[config.mk]
export PLATFORM = sky130hd
export DESIGN_NAME = rom_window_decode
export DESIGN_NICKNAME = d
export VERILOG_FILES = /design/src/rtl/rom_window_decode.sv
export SDC_FILE = /design/constraint.sdc
export NUM_CORES = 1
export LEC_CHECK = 0
export BUFFER_PORTS_ARGS = -buffer_cell sky130_fd_sc_hd__buf_2
export CELL_PAD_IN_SITES_DETAIL_PLACEMENT = 1
export CELL_PAD_IN_SITES_GLOBAL_PLACEMENT = 1
export CORE_MARGIN = 5
export CORE_UTILIZATION = 26
export CTS_CLUSTER_DIAMETER = 150
export CTS_CLUSTER_SIZE = 24
export DETAILED_ROUTE_END_ITERATION = 10
export PLACE_DENSITY_LB_ADDON = 0.1
export SETUP_SLACK_MARGIN = 0.1
export SYNTH_ARGS = -nofsm -noshare
export SYNTH_HDL_FRONTEND = slang
export SYNTH_SLANG_ARGS = --single-unit
[constraint.sdc]
create_clock -name clk -period 0.8 [get_ports clk]
set_input_delay 0 -clock clk [delete_from_list [all_inputs] [get_ports clk]]
set_output_delay 0 -clock clk [all_outputs]
set_load 0.1 [all_outputs]
[src/rtl/rom_window_decode.sv]
module rom_window_decode #(
  parameter int ADDR_W  = 16,
  parameter int BANK_AW = 10,
  parameter int NBANK   = 16,
  parameter int DATA_W  = 8
) (
  input  logic                    clk,
  input  logic                    rst_n,
  input  logic [15:0]             bus_addr,
  input  logic [1:0]              base_sw,
  input  logic                    mem_read,
  input  logic                    data_in_strobe,
  input  logic                    vector_active,
  input  logic                    ff_ignore,
  input  logic [127:0]            bank_rdata,
  output logic [9:0]              rom_offset,
  output logic [15:0]             bank_cs,
  output logic [7:0]              bus_dout,
  output logic                    bus_doe
);
  localparam int BSEL_W = $clog2(NBANK);
  localparam int QUAD_W = ADDR_W - BSEL_W - BANK_AW;

  logic [BSEL_W-1:0] bank_idx;
  logic [DATA_W-1:0] rd_byte;
  logic              window_hit, bank_go, release_ff, drive;
  logic [NBANK-1:0]  cs_next;

  assign rom_offset = bus_addr[BANK_AW-1:0];
  assign bank_idx   = bus_addr[BANK_AW +: BSEL_W];
  assign rd_byte    = bank_rdata[bank_idx*DATA_W +: DATA_W];
  assign window_hit = (bus_addr[ADDR_W-1 -: QUAD_W] == base_sw) && mem_read;
  assign bank_go    = window_hit && !vector_active;
  assign release_ff = (&rd_byte) && !ff_ignore;
  assign drive      = bank_go && data_in_strobe && !release_ff;
  assign cs_next    = bank_go ? (NBANK'(1) << bank_idx) : '0;

  always_ff @(posedge clk or negedge rst_n) begin
    if (!rst_n) begin
      bank_cs  <= '0;
      bus_doe  <= 1'b0;
      bus_dout <= '0;
    end else begin
      bank_cs  <= cs_next;
      bus_doe  <= drive;
      bus_dout <= drive ? rd_byte : '0;
    end
  end

  AST_CS_ONEHOT: assert property (@(posedge clk) disable iff (!rst_n)
    $onehot0(bank_cs));
  AST_QUIET_DATA: assert property (@(posedge clk) disable iff (!rst_n)
    !bus_doe |-> bus_dout == '0);
  AST_VECTOR_HOLD: assert property (@(posedge clk) disable iff (!rst_n)
    vector_active |=> (bank_cs == '0 && !bus_doe));
  AST_NO_READ_NO_CS: assert property (@(posedge clk) disable iff (!rst_n)
    !mem_read |=> (bank_cs == '0 && !bus_doe));
  AST_STROBE_GATE: assert property (@(posedge clk) disable iff (!rst_n)
    !data_in_strobe |=> !bus_doe);
  AST_FF_RELEASE: assert property (@(posedge clk) disable iff (!rst_n)
    (bus_doe && !$past(ff_ignore)) |-> bus_dout != 8'hFF);
  AST_DRIVE_NEEDS_CS: assert property (@(posedge clk) disable iff (!rst_n)
    bus_doe |-> bank_cs != '0);
endmodule

==> qor.json <==
{
  "violated_checks": "setup timing",
  "finalCritPeriodShare_pct": 167,
  "worstMarginPinSlew_ps": 317,
  "synth_compound_gate_area_share_pct": 9.07,
  "nNetsFinal": 503,
  "synthesized_instance_count": 156,
  "antenna_cells": 0,
  "adder_and_majority_gate_portion_of_the_synthesized_area_pct": 0,
  "timing_max_transition_violations_final": 0,
  "count_of_endpoints_failing_hold_in_the_final_timing_report": 0,
  "floorplan.die.height_um": 97.1,
  "routed-via-count": 2160,
  "final-setup-viol-count": 49,
  "htree_num_levels": 1,
  "clockRootBuffer": "sky130_fd_sc_hd__clkbuf_8",
  "postPlaceCellArea_mm2": 0.00353,
  "post_drt_wl_per_cell_um": 17.6,
  "synth.area.mux_share_pct": 38.1,
  "fin_util_pct": 54.2,
  "cts.clk_slew.worst_paths_ps": 80,
  "post-dp-hpwl_um": 6950,
  "vdd_drop_max_uv": 693,
  "antenna_nets_post_route": 0,
  "grt-ovfl-total": 0,
  "yosysTopAreaCell": "sky130_fd_sc_hd__mux4_2",
  "power.density_cell_area_mw_per_mm2": 897,
  "finalWeightedCongestion": 0.783,
  "grt_pass1_vias": 2565,
  "final_standard_cell_area_without_fillers_mm2": 0.00397,
  "port-buffer-count": 166,
  "p_leak_nw": 1.78,
  "grt_max_degree": 26,
  "endpoint_kind": "flop",
  "mappedNetlistArea_mm2": 0.00197,
  "die_width_um": 97.1,
  "cp_data_arrival_time_ps": 1520,
  "number_of_design_rule_violations_left_after_detail_routing": 0,
  "timing.hold.worst.class": "in -> out",
  "worstSetupStartpointType": "primary input",
  "tritoncts_clock_tree": "yes",
  "fillCellCount": 788,
  "cts-root-to-sink-buffers": 2,
  "register_area_um2": 653,
  "ys_seq_area_share_pct": 31.7,
  "area_delta_synth_final_pct": 101,
  "drt_first_pass_iters": 4,
  "multiInputGateArea_mm2": 0.00142,
  "dominant_synthesized_flop_cell": "sky130_fd_sc_hd__dfrtp_1",
  "placementRows": 31,
  "synth_top_cells_by_count": "sky130_fd_sc_hd__mux4_2 (28), sky130_fd_sc_hd__dfrtp_1 (25), sky130_fd_sc_hd__nor2_1 (14)",
  "most_common_cell_in_the_netlist": "sky130_fd_sc_hd__mux4_2",
  "setup_ws_ps": -535,
  "antenna_found_initial": 0,
  "yosysUniqueCellTypes": 32,
  "critPathKind": "in -> reg",
  "initial_core_util_pct": 26.9,
  "cts_made_buffers": 3,
  "grt_pass1_wl_um": 12600,
  "1st_iter_drt_viols": 45,
  "netlist.area_leader.share_pct": 32.0,
  "cp.required_ps": 980,
  "mappedNetlistNets": 308,
  "post_synth_xor_area_fraction_pct": 0.888,
  "io-pin-count": 187,
  "crit_fanout": 8,
  "syn_area_per_cell_um2": 12.6,
  "post_synth_and_or_nand_nor_area_fraction_pct": 12.2,
  "final.min_clock_period_ps": 1330,
  "synth_warnings": 0,
  "ys_ff_latch": 25,
  "combinational_family_with_the_most_area_after_synthesis": "multiplexers",
  "synth_enable_flop_cells": 0,
  "routed_wirelength_um": 7920,
  "unrepaired_setup_endpoints_after_global_routing": "true",
  "post_drt_via_cell_ratio": 4.81,
  "dieArea_mm2": 0.00943,
  "synth.area.top_cells": "sky130_fd_sc_hd__mux4_2 (32%), sky130_fd_sc_hd__dfrtp_1 (32%), sky130_fd_sc_hd__a22oi_1 (4.6%), sky130_fd_sc_hd__buf_4 (4.2%), sky130_fd_sc_hd__mux4_1 (4.0%)",
  "grt_usage_pct": 16.6,
  "maxSlewHeadroom_pct": 78.8,
  "async_flop_share_pct": 100,
  "outcome": "complete, but fails checks",
  "post_route_cells_drive_above_1_share_pct": 89.1,
  "cap_violations": 0,
  "cts_num_sinks": 25,
  "fmaxAchievable_mhz": 749,
  "fp.coreArea_mm2": 0.00733
}
## sequential cells by signal, summed over array words and instances, names as in the netlist
name / cells
bank_cs: 16
bus_dout: 8
bus_doe: 1
## where the power goes
part           total (W)  switching [W]  leakage, nW  internal, W
Clock           0.000713       0.000366       0.0255     0.000347
Combinational    0.00157       0.000649         1.44     0.000920
Sequential       0.00128     0.00000867        0.312      0.00127
## layer usage
layer  vias up  GRT usage (%)  wire length (µm)
li1        991              -                 -
met1      1046           17.1              2670
met2       113           31.9              4390
met3        10           6.03               741
met4         0           3.46               112
met5         -              0                 0
## worst max-delay path: stages
cell	delay (ps)
sky130_fd_sc_hd__buf_12	120
sky130_fd_sc_hd__buf_16	140
sky130_fd_sc_hd__mux4_2	510
sky130_fd_sc_hd__a22oi_2	200
sky130_fd_sc_hd__nand2_1	130
sky130_fd_sc_hd__nand4_4	130
sky130_fd_sc_hd__o21bai_4	130
sky130_fd_sc_hd__a21oi_1	150
## cell usage in the layout, fill, tap and decap left out, types with 2 or more instances in the layout
cell type,instances
sky130_fd_sc_hd__nand3_4,4
sky130_fd_sc_hd__nor3_4,3
sky130_fd_sc_hd__nand3b_1,2
sky130_fd_sc_hd__a21oi_2,3
sky130_fd_sc_hd__buf_2,136
sky130_fd_sc_hd__dfrtp_2,22
sky130_fd_sc_hd__a22oi_2,9
sky130_fd_sc_hd__a22oi_1,3
sky130_fd_sc_hd__buf_16,3
sky130_fd_sc_hd__buf_6,8
sky130_fd_sc_hd__dfrtp_1,3
sky130_fd_sc_hd__nor2_2,8
sky130_fd_sc_hd__nand2_2,2
sky130_fd_sc_hd__mux4_2,31
sky130_fd_sc_hd__nor2b_2,2
sky130_fd_sc_hd__buf_8,2
sky130_fd_sc_hd__buf_4,31
sky130_fd_sc_hd__mux2i_2,2
sky130_fd_sc_hd__nand2b_1,3
sky130_fd_sc_hd__buf_12,29
sky130_fd_sc_hd__inv_1,3
sky130_fd_sc_hd__nand2_1,8
sky130_fd_sc_hd__nor2_1,5
sky130_fd_sc_hd__clkbuf_8,3
sky130_fd_sc_hd__nor2b_1,2
## path summary, 6_finish.rpt
| check | from | to | depth (start not counted) |
|---|---|---|---|
| worst min-delay path | bus_addr[9] | rom_offset[9] | 0 |
| max in group asynchronous | rst_n | bus_dout[1]$_DFF_PN0_ | 2 |
| worst max-delay path | bus_addr[10] | bus_dout[3]$_DFF_PN0_ | 8 |
| min in group asynchronous | rst_n | bank_cs[10]$_DFF_PN0_ | 2 |
## cell type report
class	instances	share of cell area (%)
multi-input combinational	107	35.8
timing repair buffer	211	43.2
tap	99	3.12
inverter	3	0.284
clock buffer	3	1.04
clock inverter	1	0.126
sequential	25	16.5
## cell families after synthesis
logic type	after synthesis
XOR/XNOR	2
AO/OA/AOI/OAI	22
flip-flops	25
buffers and inverters	24
multiplexers	35
AND/OR/NAND/NOR	48
## per-stage QoR
stage	total power, W	setup slack [ps]	TNS, ps	hold WS, ps	std cells
after floorplan	0.00223	-607	-6820	-296	156
after global placement	0.00264	-1020	-14320	0.681	432
after detailed placement	0.00266	-1070	-14790	0.681	432
after CTS	0.00356	-533	-7300	0.681	447
after global routing	0.00376	-620	-8750	0.576	449
final	0.00356	-535	-6550	0.217	449
## timing repair
item | CTS | global route
gates cloned | 3 | 0
pin swaps | 12 | 18
hold endpoints to repair | 25 | 0
setup buffers | 7 | 2
gates resized for setup | 43 | 18
hold buffers | 1 | 0
setup endpoints to repair | 50 | 75
No activity file was read; power rests on OpenSTA's default activity.
